<file path="src/rtl/cacc_pkg.sv">
package cacc_pkg;

    localparam int unsigned CTL_W     = 16;
    localparam int unsigned OP_W      = 2;
    localparam int unsigned OP_LSB    = 0;
    localparam int unsigned SWRST_BIT = 7;
    localparam int unsigned RDY_BIT   = 8;
    localparam int unsigned ERR_BIT   = 11;
    localparam int unsigned IE_BIT    = 12;

    // Bits that hold state; everything else reads as zero.
    localparam logic [CTL_W-1:0] LIVE_MASK =
        (CTL_W'(1) << IE_BIT) | (CTL_W'(1) << ERR_BIT) |
        (CTL_W'(1) << RDY_BIT) | (CTL_W'((1 << OP_W) - 1) << OP_LSB);

    typedef enum logic [OP_W-1:0] {
        OP_ENCRYPT    = 2'b00,
        OP_DECRYPT    = 2'b01,
        OP_DERIVE_KEY = 2'b10,
        OP_DECRYPT_RK = 2'b11
    } cacc_op_e;

    typedef struct packed {
        cacc_op_e op;
        logic     ie;
        logic     rdy;
        logic     err;
    } cacc_fields_t;

    typedef struct packed {
        logic ctl_wr;
        logic ctl_rd;
        logic swrst_req;
    } cacc_bus_ev_t;

    typedef struct packed {
        logic rdy_set;
        logic rdy_clr;
        logic err_set;
        logic flush;
    } cacc_flag_ev_t;

    function automatic logic [CTL_W-1:0] cacc_pack(cacc_fields_t f);
        logic [CTL_W-1:0] v;
        v = '0;
        v[OP_LSB +: OP_W] = f.op;
        v[IE_BIT]         = f.ie;
        v[RDY_BIT]        = f.rdy;
        v[ERR_BIT]        = f.err;
        return v & LIVE_MASK;
    endfunction

endpackage

</file>
<file path="src/rtl/cacc_bus_dec.sv">
module cacc_bus_dec
    import cacc_pkg::*;
#(
    parameter int unsigned ADDR_W   = 4,
    parameter int unsigned CTL_ADDR = 0
) (
    input  logic [ADDR_W-1:0] addr,
    input  logic              wr_en,
    input  logic              rd_en,
    input  logic              swrst_bit,
    output cacc_bus_ev_t      ev
);
    localparam logic [ADDR_W-1:0] HIT_ADDR = ADDR_W'(CTL_ADDR);

    logic hit;

    always_comb begin
        hit          = (addr == HIT_ADDR);
        ev.ctl_wr    = wr_en & hit;
        ev.ctl_rd    = rd_en & hit;
        ev.swrst_req = wr_en & hit & swrst_bit;
    end
endmodule

</file>
<file path="src/rtl/cacc_swrst_gen.sv">
module cacc_swrst_gen (
    input  logic clk,
    input  logic rst,
    input  logic req,
    output logic pulse
);
    always_ff @(posedge clk) begin
        if (rst) pulse <= 1'b0;
        else     pulse <= req;
    end
endmodule

</file>
<file path="src/rtl/cacc_mode_reg.sv">
module cacc_mode_reg
    import cacc_pkg::*;
(
    input  logic     clk,
    input  logic     rst,
    input  logic     ctl_wr,
    input  logic     swrst_req,
    input  cacc_op_e wr_op,
    input  logic     wr_ie,
    output cacc_op_e op,
    output logic     ie
);
    // A write that carries the reset command does not touch these fields.
    logic load;

    always_comb load = ctl_wr & ~swrst_req;

    always_ff @(posedge clk) begin
        if (rst) begin
            op <= OP_ENCRYPT;
            ie <= 1'b0;
        end else if (load) begin
            op <= wr_op;
            ie <= wr_ie;
        end
    end
endmodule

</file>
<file path="src/rtl/cacc_flag_unit.sv">
module cacc_flag_unit
    import cacc_pkg::*;
(
    input  logic          clk,
    input  logic          rst,
    input  logic          ctl_wr,
    input  logic          wr_rdy,
    input  logic          wr_err,
    input  cacc_flag_ev_t ev,
    output logic          rdy,
    output logic          err
);
    logic rdy_n;
    logic err_n;

    // Priority, lowest first: software load, auto-clear, done, reset flush.
    always_comb begin
        rdy_n = rdy;
        if (ctl_wr)     rdy_n = wr_rdy;
        if (ev.rdy_clr) rdy_n = 1'b0;
        if (ev.rdy_set) rdy_n = 1'b1;
        if (ev.flush)   rdy_n = 1'b0;

        err_n = err;
        if (ctl_wr)     err_n = wr_err;
        if (ev.err_set) err_n = 1'b1;
        if (ev.flush)   err_n = 1'b0;
    end

    always_ff @(posedge clk) begin
        if (rst) begin
            rdy <= 1'b0;
            err <= 1'b0;
        end else begin
            rdy <= rdy_n;
            err <= err_n;
        end
    end
endmodule

</file>
<file path="src/rtl/cacc_ctl.sv">
module cacc_ctl
    import cacc_pkg::*;
#(
    parameter int unsigned ADDR_W   = 4,
    parameter int unsigned CTL_ADDR = 0
) (
    input  logic              clk,
    input  logic              rst,
    input  logic [ADDR_W-1:0] addr,
    input  logic              wr_en,
    input  logic              rd_en,
    input  logic [15:0]       wdata,
    output logic [15:0]       rdata,
    input  logic              eng_busy,
    input  logic              eng_done,
    input  logic              key_wr,
    input  logic              din_wr,
    input  logic              dout_rd,
    output logic [1:0]        op_mode,
    output logic              start_hint,
    output logic              eng_rst,
    output logic              irq
);
    cacc_bus_ev_t  bus_ev;
    cacc_flag_ev_t flag_ev;
    cacc_fields_t  fields;
    cacc_op_e      op_q;
    logic          ie_q;
    logic          rdy_q;
    logic          err_q;
    logic          busy_eff;

    cacc_bus_dec #(
        .ADDR_W   (ADDR_W),
        .CTL_ADDR (CTL_ADDR)
    ) u_dec (
        .addr      (addr),
        .wr_en     (wr_en),
        .rd_en     (rd_en),
        .swrst_bit (wdata[SWRST_BIT]),
        .ev        (bus_ev)
    );

    cacc_swrst_gen u_rstgen (
        .clk   (clk),
        .rst   (rst),
        .req   (bus_ev.swrst_req),
        .pulse (eng_rst)
    );

    cacc_mode_reg u_mode (
        .clk       (clk),
        .rst       (rst),
        .ctl_wr    (bus_ev.ctl_wr),
        .swrst_req (bus_ev.swrst_req),
        .wr_op     (cacc_op_e'(wdata[OP_LSB +: OP_W])),
        .wr_ie     (wdata[IE_BIT]),
        .op        (op_q),
        .ie        (ie_q)
    );

    // Engine counts as idle while its reset pulse is out.
    always_comb begin
        busy_eff        = eng_busy & ~eng_rst;
        flag_ev.rdy_set = eng_done;
        flag_ev.rdy_clr = dout_rd | key_wr | din_wr;
        flag_ev.err_set = (key_wr | din_wr) & busy_eff;
        flag_ev.flush   = bus_ev.swrst_req | eng_rst;
    end

    cacc_flag_unit u_flags (
        .clk    (clk),
        .rst    (rst),
        .ctl_wr (bus_ev.ctl_wr),
        .wr_rdy (wdata[RDY_BIT]),
        .wr_err (wdata[ERR_BIT]),
        .ev     (flag_ev),
        .rdy    (rdy_q),
        .err    (err_q)
    );

    always_comb begin
        fields.op  = op_q;
        fields.ie  = ie_q;
        fields.rdy = rdy_q;
        fields.err = err_q;
        rdata      = bus_ev.ctl_rd ? cacc_pack(fields) : '0;
        op_mode    = op_q;
        irq        = rdy_q & ie_q;
        start_hint = din_wr & ~eng_busy & ~eng_rst;
    end
endmodule

</file>
<file path="config.mk">
export PLATFORM = sky130hd
export DESIGN_NAME = cacc_ctl
export DESIGN_NICKNAME = d
export VERILOG_FILES = /design/src/rtl/cacc_pkg.sv /design/src/rtl/cacc_bus_dec.sv /design/src/rtl/cacc_swrst_gen.sv /design/src/rtl/cacc_mode_reg.sv /design/src/rtl/cacc_flag_unit.sv /design/src/rtl/cacc_ctl.sv
export SDC_FILE = /design/constraint.sdc
export NUM_CORES = 1
export LEC_CHECK = 0
export CAP_MARGIN = 20
export CORE_MARGIN = 2
export CORE_UTILIZATION = 29
export CTS_CLUSTER_DIAMETER = 120
export DETAILED_ROUTE_END_ITERATION = 8
export HOLD_SLACK_MARGIN = 0.1
export PLACE_DENSITY = 0.83
export SLEW_MARGIN = 20
export SYNTH_ARGS = -nofsm -noshare
export SYNTH_HDL_FRONTEND = slang
export SYNTH_SLANG_ARGS = --single-unit
</file>
<file path="constraint.sdc">
create_clock -name clk -period 2.8 [get_ports clk]
set_input_delay 0.56 -clock clk [delete_from_list [all_inputs] [get_ports clk]]
set_output_delay 0.56 -clock clk [all_outputs]
set_load 0.01 [all_outputs]
</file>
==> results by group, run 1 <==
Critical path
  • CP required: about 2.2 ns
  • Crit start category: input port
  • Crit path max-delay cell type: clkdlybuf4s50_1
  • Crit. End Element: output port
  • R2R Setup Slk: around 1.9 ns
  • Reg2reg end: u_flags.err
  • Most frequent CP cell: clkdlybuf4s50_1
  • Crit-path max cell delay: 0.53 ns
  • Crit-path cells: clkdlybuf4s50_1, nor4_4, buf_6, and3_1, clkdlybuf4s50_1
  • R2R Path Start: u_rstgen.pulse
  • Setup CP Type: input port to output port
  • Worst EP arrival: approximately 2.2 ns
  • R2R depth: 3
  • CP max FO: 9

Detailed routing
  • Top layer in use: met4
  • Routed WL: 1049 um
  • WL met2: approximately 540 um
  • First drt pass iteration count: 2
  • Met3 WL post-DR: about 95 um
  • Routed vias: between 400 and 500
  • Wire length per cell: roughly 11 um
  • Met1 WL: 386 um
  • Initial DRC count: 6
  • Vias per Instance: 4.649
  • Post-DRT Antenna Nets: 0
  • DRC violations left: 0

Clocking
  • H-tree depth: 1
  • Clock sinks: 6
  • CTS root buffer: clkbuf_4
  • TritonCTS clock tree: yes
  • Clk slew on worst S/H paths: around 0.050 ns
  • Clock buffer depth: 2
  • Hold-fix buffers, CTS: 0
  • Cts bufs inserted: 3
  • Worst skew pair latency: between 0.2 and 0.3 ns

Timing
  • Min cycle time layout: about 2.7 ns
  • Endpoints failing hold: 0
  • Clock skew: about 0.0055 ns
  • Setup TNS: 0 ns
  • Fin crit share: 0.9697
  • F_max: roughly 370 MHz
  • RSZ-0062 raised after global routing: false
  • Final setup vio count: 0
  • Final worst slack: between 0.08 and 0.09 ns
  • Slew Limit Fails: 0

Synth
  • Synthesized flop and latch total: 6
  • Synth Instances: 50
  • Seq/Total Area, Yosys: 0.2609
  • Library cells used by synthesis: 21
  • Async SR Flop Fraction: 0
  • Avg Inst Size Synth: about 9.2 um2
  • Number of synthesized flops with an enable pin: 0
  • Top FF cell, synth: dfxtp_1
  • Mapped Area: ~460 um2
  • YS warnings: 0

Power
  • Logic pwr share: 0.257
  • PD cells: just over 300 nW/um2
  • VDD IR-drop max: between 0.0001 and 0.00015 V
  • Sw Pwr: 0.00005717 W
  • Leak: slightly below 0.3 nW
  • Clock power frac: 0.348
  • Sw Ratio: 0.2510
  • Internal power: roughly 0.00017 W
  • Seq pwr share: 0.395

Min path
  • Hold path cells: 2
  • Worst min path class: register to register
  • Hold Crit Start: u_mode.op[0]
  • Worst Hold Endpoint: u_mode.op[0]

Floorplanning
  • Initial core utilization: 0.3092
  • Core area: around 1500 um2
  • Die height: between 40 and 50 um
  • Die area: 1922 um2
  • IO Pins: 50
  • Row count: 14
  • Die X: approximately 44 um

Flow run
  • MaxCap Viol Count: 0

Finish
  • Fillers: around 150
  • Fin nets: between 100 and 150
  • Area grow syn2layout: 61.96%
  • Reg area: ~120 um2
  • Multi-input logic area: between 200 and 300 um2
  • Ant. Diodes: 0
  • Layout cells sized above 1: 0.1358

Outcome
  • Status: finished, final reports clean

Global route
  • Total congestion overflow: 0
  • GR Util All Layers: 0.1224
  • Vias in the first global route: ~440
  • Global-route wire length before repair: roughly 1700 um
  • Pin count of the biggest net entering global routing: 10
  • Initial antenna violation count: 0

Place
  • Pre-CTS setup slack: just under 0.05 ns
  • I/O Buffers: 28
  • Placer Congestion: 0.8027
  • Post-DP HPWL: 906.5 um
## power groups by stage
stage | clock, W | sequential, W | combinational (W)
floorplan | 0 | 0.0000912 | 0.0000333
detailed placement | 0 | 0.0000916 | 0.0000585
CTS | 0.0000811 | 0.0000901 | 0.0000587
global route | 0.0000842 | 0.0000901 | 0.0000640
finish | 0.0000792 | 0.0000900 | 0.0000586
global placement | 0 | 0.0000914 | 0.0000574
## cells by family after synthesis
group / Yosys count / share of synthesized area
compound gates: 13 / 0.2146
flops: 6 / 0.2609
buf+inv: 12 / 0.2038
simple gates: 18 / 0.3125
other cells: 1 / 0.008144
## cell usage after synthesis, types with 2 or more instances
cell      count  share of area
a211oi_2      2          0.054
a21oi_1       5          0.054
and3_1        5          0.068
buf_4        11           0.18
o21ai_1       3          0.033
dfxtp_1       6           0.26
and2_1        2          0.027
nand4b_1      3          0.057
## placed cells by master, fill, tap and decap left out
| cell type | count |
|---|---|
| dfxtp_1 | 6 |
| a211oi_2 | 2 |
| or4_4 | 1 |
| conb_1 | 11 |
| a311o_1 | 1 |
| nor2b_1 | 1 |
| a221oi_1 | 1 |
| nor4_4 | 1 |
| and2_1 | 2 |
| nor3_1 | 1 |
| and3b_1 | 1 |
| or2_2 | 1 |
| and3_1 | 5 |
| clkdlybuf4s50_1 | 28 |
| buf_4 | 1 |
| clkbuf_4 | 3 |
| a221oi_2 | 1 |
| or2b_1 | 1 |
| a21oi_1 | 5 |
| nor3b_1 | 1 |
| o21ai_1 | 3 |
| nand4b_1 | 3 |
| buf_6 | 1 |
## layer usage
layer  up-vias  GRT usage
li1        233          -
met3         3    0.01667
met5         -          0
met2        27     0.2176
met1       188     0.1212
met4         0     0.1091
## critical path, delay by kind of cell
kind                   cells  cell delay, ns
buffers and inverters      3            1.15
and+or+nand+nor            2            0.44
## registers in the layout (all words and copies together), names as in the netlist
register,cells
u_mode.ie,1
u_flags.err,1
u_mode.op,2
u_flags.rdy,1
u_rstgen.pulse,1
## how the worst max path moves through the flow
stage / end / cells past startpoint / startpoint / slack [ns]
after detailed placement: rdata[1] / 5 / addr[3] / 0.05
after global routing: rdata[11] / 5 / addr[3] / 0.01
after CTS: rdata[1] / 5 / addr[3] / 0.05
after floorplan: rdata[0] / 3 / addr[3] / 1.03
after global placement: rdata[0] / 5 / addr[3] / 0.08
final: rdata[11] / 5 / addr[3] / 0.08
## final cells by class
type / instances / share of cell area
Clock buffer: 3 / 0.03020
Multi-Input combinational cell: 42 / 0.3809
Sequential cell: 6 / 0.1611
Tap cell: 16 / 0.02685
Timing Repair Buffer: 30 / 0.4010
## stage by stage
stage	hold WS, ns	instance area [um2]	std cells	util	power [W]
after floorplan	0.4564	498.0	60	-	0.0001245
after global placement	0.4859	719.4	94	0.4832	0.0001487
after detailed placement	0.4924	719.4	94	0.4832	0.0001501
after CTS	0.5002	742.0	97	0.4983	0.0002299
after global routing	0.5219	745.7	97	0.5008	0.0002383
final	0.5021	745.7	97	0.5008	0.0002278
## repair_timing
action,in CTS,in global routing
buffers inserted,0,0
setup endpoints to repair,0,1
resized for setup,0,1
(Power assumes the default switching activity.)
==> run 2: changes to the inputs <==
CORE_MARGIN = 3   (was 2)
GPL_TIMING_DRIVEN = 0   (was not set)
==> run 2 against run 1 <==
Against the previous run:
- total power increased by 5.3%
- final cell count is 11% higher
- sequential cell count unchanged
- critical endpoint is now rdata[12]
==> results by group, run 2 (synthesized netlist as in run 1, its figures left out) <==
Timing
  • Final setup vio count: 0
  • Endpoints failing hold: 0
  • Min cycle time layout: 2.703 ns
  • F_max: around 370 MHz
  • Slew Limit Fails: 0
  • Clock skew: 0.00004155 ns
  • Fin crit share: 0.9652
  • RSZ-0062 raised after global routing: false

Finish
  • Reg area: between 100 and 150 um2
  • Area grow syn2layout: 84.51%
  • Max reg flops: 2
  • Layout cells sized above 1: 0.2473
  • Commonest non-fill, non-tap cells in the layout: clkdlybuf4s50_1, buf_4, conb_1
  • Ant. Diodes: 0
  • Largest Register: u_mode.op
  • Fin nets: 124
  • Fillers: ~120
  • Multi-input logic area: between 200 and 300 um2
  • Cell Count, Final, Fillers Out: around 110
  • Post-route cell area: 849.6 um2
  • Commonest non-fill, non-tap cell in the layout: clkdlybuf4s50_1

Clocking
  • Cts bufs inserted: 3
  • TritonCTS clock tree: yes
  • Worst skew pair latency: ~0.24 ns
  • Clock buffer depth: 2
  • H-tree depth: 1
  • Clock sinks: 6
  • CTS root buffer: clkbuf_4
  • Clk slew on worst S/H paths: 0.04 ns

Critical path
  • R2R Setup Slk: ~1.9 ns
  • Setup CP Type: input port to output port
  • R2R Path Start: u_rstgen.pulse
  • Reg2reg end: u_flags.err
  • CP max FO: 8
  • R2R depth: 3
  • Crit. End Element: output port
  • Crit start category: input port
  • Worst EP arrival: 2.14 ns
  • CP required: roughly 2.2 ns

Global route
  • Initial antenna violation count: 0
  • Vias in the first global route: approximately 450
  • GR Util All Layers: 0.1193
  • Total congestion overflow: 0
  • Global-route wire length before repair: between 1500 and 2000 um
  • Pin count of the biggest net entering global routing: 11

Power
  • PD cells: ~280 nW/um2
  • VDD IR-drop max: around 0.00015 V
  • Leak: between 0.4 and 0.5 nW

Place
  • I/O Buffers: 28
  • Placer Congestion: 0.7971
  • Post-DP HPWL: a little under 1000 um
  • Area after DPL: 797.0 um2
  • Placed Cells: slightly above 100

Floorplanning
  • Initial core utilization: 0.3292
  • Row count: 13
  • Die X: 45.85 um
  • IO Pins: 50
  • Die area: 2102 um2
  • Die height: between 40 and 50 um
  • Core area: ~1400 um2

Detailed routing
  • Wire length per cell: around 11 um
  • Met1 WL: around 470 um
  • Vias per Instance: 4.833
  • Routed WL: about 1200 um
  • Initial DRC count: 4
  • DRC violations left: 0
  • Routed vias: 522
  • First drt pass iteration count: 4
  • WL met2: between 500 and 600 um
  • Met3 WL post-DR: about 190 um
  • Top layer in use: met4
  • Post-DRT Antenna Nets: 0

Outcome
  • Status: finished, final reports clean

Min path
  • Worst Hold Endpoint: u_mode.op[1]
  • Worst min path class: register to register
  • Hold path cells: 2
  • Hold Crit Start: u_mode.op[1]

Flow run
  • MaxCap Viol Count: 0
run 2: cell types whose count changed in the layout (fill, tap and decap cells not counted):
cell | previous run | this run
clkdlybuf4s50_1 | 28 | 22
dlymetal6s2s_1 | 0 | 6
buf_4 | 1 | 13
run 2: critical path, stage by stage:
cell and delay [ns]:
clkdlybuf4s50_1 0.46, nor4_4 0.28, buf_6 0.16, and3_1 0.15
clkdlybuf4s50_1 0.53
run 2: final cells by class:
type / instances / share of cell area
clock buffer: 3 / 0.02651
sequential: 6 / 0.1414
tap: 15 / 0.02209
buffer: 12 / 0.1105
timing repair buffer: 30 / 0.3652
multi-input combinational: 42 / 0.3343
run 2: per-layer routing:
layer,GRT usage,vias to the layer above
li1,-,253
met1,0.1305,234
met2,0.1868,33
met3,0.05534,2
met4,0.06818,0
met5,0,-
run 2: worst max path at each step:
stage | cells after the start | endpoint | from | slack (ns)
after floorplan | 3 | rdata[0] | addr[3] | 1.03
after global placement | 5 | rdata[11] | addr[3] | 0.02
after detailed placement | 5 | rdata[11] | addr[3] | -0.01
after CTS | 5 | rdata[11] | addr[3] | 0.001
after global routing | 5 | rdata[12] | addr[1] | 0.02
final | 5 | rdata[12] | addr[1] | 0.1
run 2: repair_timing:
| item | 4_1_cts | 5_1_grt |
|---|---|---|
| endpoints found under the hold margin | 0 | 0 |
| setup buffers | 0 | 2 |
| endpoints found under the setup margin | 0 | 5 |
| hold buffers | 0 | 0 |
| resized for setup | 0 | 6 |
run 2: report_power, final:
group          internal, W  leakage [nW]  switching (W)
clock            0.0000484        0.0138      0.0000306
combinational    0.0000436         0.393      0.0000273
sequential       0.0000884        0.0489     0.00000152
run 2: through the flow:
stage                     power [W]  hold slack [ns]  utilization  setup TNS [ns]  worst slack, ns
final                     0.0002399           0.4960       0.6073               0          0.09737
after global routing      0.0002542           0.5266       0.6073               0          0.02165
after CTS                 0.0002399           0.4928       0.5859               0         0.001322
after detailed placement  0.0001612           0.4869       0.5698        -0.03292         -0.01262
after global placement    0.0001602           0.4844       0.5698               0          0.02406
after floorplan           0.0001245           0.4564            -               0            1.025
==> run 3: changes to the inputs <==
CORE_UTILIZATION = 30   (was 29)
CTS_BUF_LIST = sky130_fd_sc_hd__clkbuf_4 sky130_fd_sc_hd__clkbuf_8   (was not set)
PLACE_DENSITY = 0.85   (was 0.83)
==> run 3 against run 2 <==
Against the previous run:
- worst hold slack worse by 0.012 ns
- sequential cell count unchanged
- sequential share of layout area decreased by 0.083 points
- setup slack lost 0.038 ns
- clock-buffer cell count stayed put
- routed wire length is 3.0% lower
- design area rose by 0.59%
- core utilization up 1.8 points
- die area shrank 2.9%
==> results by group, run 3 (synthesized netlist as in run 1, its figures left out) <==
Global route
  • Vias in the first global route: around 450
  • Total congestion overflow: 0
  • Pin count of the biggest net entering global routing: 11
  • Global-route wire length before repair: 1731 um
  • Initial antenna violation count: 0
  • GR Util All Layers: 0.1132

Flow run
  • MaxCap Viol Count: 0

Finish
  • Largest Register: u_mode.op
  • Fin nets: ~130
  • Commonest non-fill, non-tap cells in the layout: clkdlybuf4s50_1, buf_4, conb_1
  • Max reg flops: 2
  • Area grow syn2layout: 85.60%
  • Cell Count, Final, Fillers Out: about 110
  • Commonest non-fill, non-tap cell in the layout: clkdlybuf4s50_1
  • Layout cells sized above 1: 0.2553
  • Ant. Diodes: 0

Min path
  • Hold Crit Start: u_mode.op[1]
  • Hold path cells: 2
  • Worst Hold Endpoint: u_mode.op[1]
  • Worst min path class: register to register

Place
  • Placer Congestion: between 0.7 and 0.8
  • Placed Cells: 103
  • I/O Buffers: 28

Power
  • Logic pwr share: 0.304
  • PD cells: 276.6 nW/um2
  • Sw Ratio: 0.2348
  • VDD IR-drop max: between 0.00015 and 0.0002 V
  • Internal power: between 0.00015 and 0.0002 W
  • Leak: about 0.45 nW
  • Sw Pwr: about 0.000056 W
  • Clock power frac: 0.315
  • Seq pwr share: 0.381

Timing
  • Fin crit share: 0.9789
  • Endpoints failing hold: 0
  • Clock skew: a little over 0.00009 ns
  • F_max: around 360 MHz
  • Min cycle time layout: approximately 2.7 ns
  • Slew Limit Fails: 0
  • Final setup vio count: 0
  • RSZ-0062 raised after global routing: false
  • Hold Slack: 0.4842 ns

Critical path
  • R2R Setup Slk: 1.85 ns
  • R2R Path Start: u_rstgen.pulse
  • CP max FO: 7
  • R2R depth: 3
  • CP required: ~2.2 ns
  • Crit. End Element: output port
  • Worst EP arrival: between 2 and 2.5 ns
  • Setup CP Type: input port to output port
  • Reg2reg end: u_flags.err
  • Crit start category: input port

Clocking
  • TritonCTS clock tree: yes
  • Hold-fix buffers, CTS: 0
  • Worst skew pair latency: between 0.2 and 0.25 ns
  • CTS root buffer: clkbuf_4
  • Cts bufs inserted: 3
  • H-tree depth: 1
  • Clk slew on worst S/H paths: 0.04 ns
  • Clock sinks: 6
  • Clock buffer depth: 2

Floorplanning
  • Core area: 1366 um2
  • Die area: 2041 um2
  • Row count: 13
  • Die height: approximately 45 um
  • Initial core utilization: 0.3370
  • IO Pins: 50
  • Die X: 45.18 um

Outcome
  • Status: finished, final reports clean

Detailed routing
  • DRC violations left: 0
  • Routed WL: 1159 um
  • Wire length per cell: 10.63 um
  • First drt pass iteration count: 3
  • Vias per Instance: 4.615
  • Post-DRT Antenna Nets: 0
  • Initial DRC count: 3
  • Routed vias: ~500
-- run 3: what timing repair did --
action / in CTS / in global routing
pin swaps: 1 / 1
setup endpoints to repair: 1 / 5
endpoints found under the hold margin: 0 / 0
resized for setup: 0 / 5
setup buffers: 1 / 2
-- run 3: layer usage --
layer / global-route usage / routed length (um) / vias to the layer above
met4: 0.01170 / 0 / 0
met2: 0.2175 / 578 / 29
met5: 0 / 0 / -
li1: - / - / 257
met3: 0.06375 / 177 / 0
met1: 0.1055 / 403 / 217
-- run 3: critical path, stage by stage --
cell,delay (ns)
clkdlybuf4s50_1,0.46
nor4_4,0.32
buf_6,0.17
and3_1,0.15
clkdlybuf4s50_1,0.53
-- run 3: per-stage QoR --
stage | utilization | cell area, um2 | TNS, ns | total power, W | worst slack, ns
final | 0.6255 | 854.6 | 0 | 0.0002364 | 0.05915
after global routing | 0.6255 | 854.6 | 0 | 0.0002540 | 0.01595
after CTS | 0.6053 | 827.0 | 0 | 0.0002384 | 0.01227
after detailed placement | 0.5833 | 797.0 | -0.01306 | 0.0001612 | -0.01231
after global placement | 0.5833 | 797.0 | 0 | 0.0001600 | 0.02710
after floorplan | - | 498.0 | 0 | 0.0001245 | 1.025
-- run 3: power by group through the flow --
stage	combinational, W	clock, W	sequential, W
4_1_cts	0.0000707	0.0000777	0.0000900
2_1_floorplan	0.0000333	0	0.0000912
3_5_place_dp	0.0000698	0	0.0000915
3_3_place_gp	0.0000687	0	0.0000914
6_report	0.0000719	0.0000745	0.0000900
5_1_grt	0.0000776	0.0000864	0.0000900
-- run 3: how the worst max path moves through the flow --
stage	from	to	slack, ns	depth (start not counted)
detailed placement	addr[3]	rdata[8]	-0.01	5
global placement	addr[3]	rdata[12]	0.03	5
floorplan	addr[3]	rdata[0]	1.03	3
CTS	addr[0]	rdata[8]	0.01	5
global route	addr[2]	rdata[12]	0.02	5
finish	addr[2]	rdata[12]	0.06	5
-- run 3: layout make-up --
type | instances | area [um2]
clock buffer | 3 | 22.52
multi-input combinational | 42 | 284.0
timing repair buffer | 31 | 315.3
buffer | 12 | 93.84
fill | 140 | 511.7
sequential | 6 | 120.1
tap | 15 | 18.77
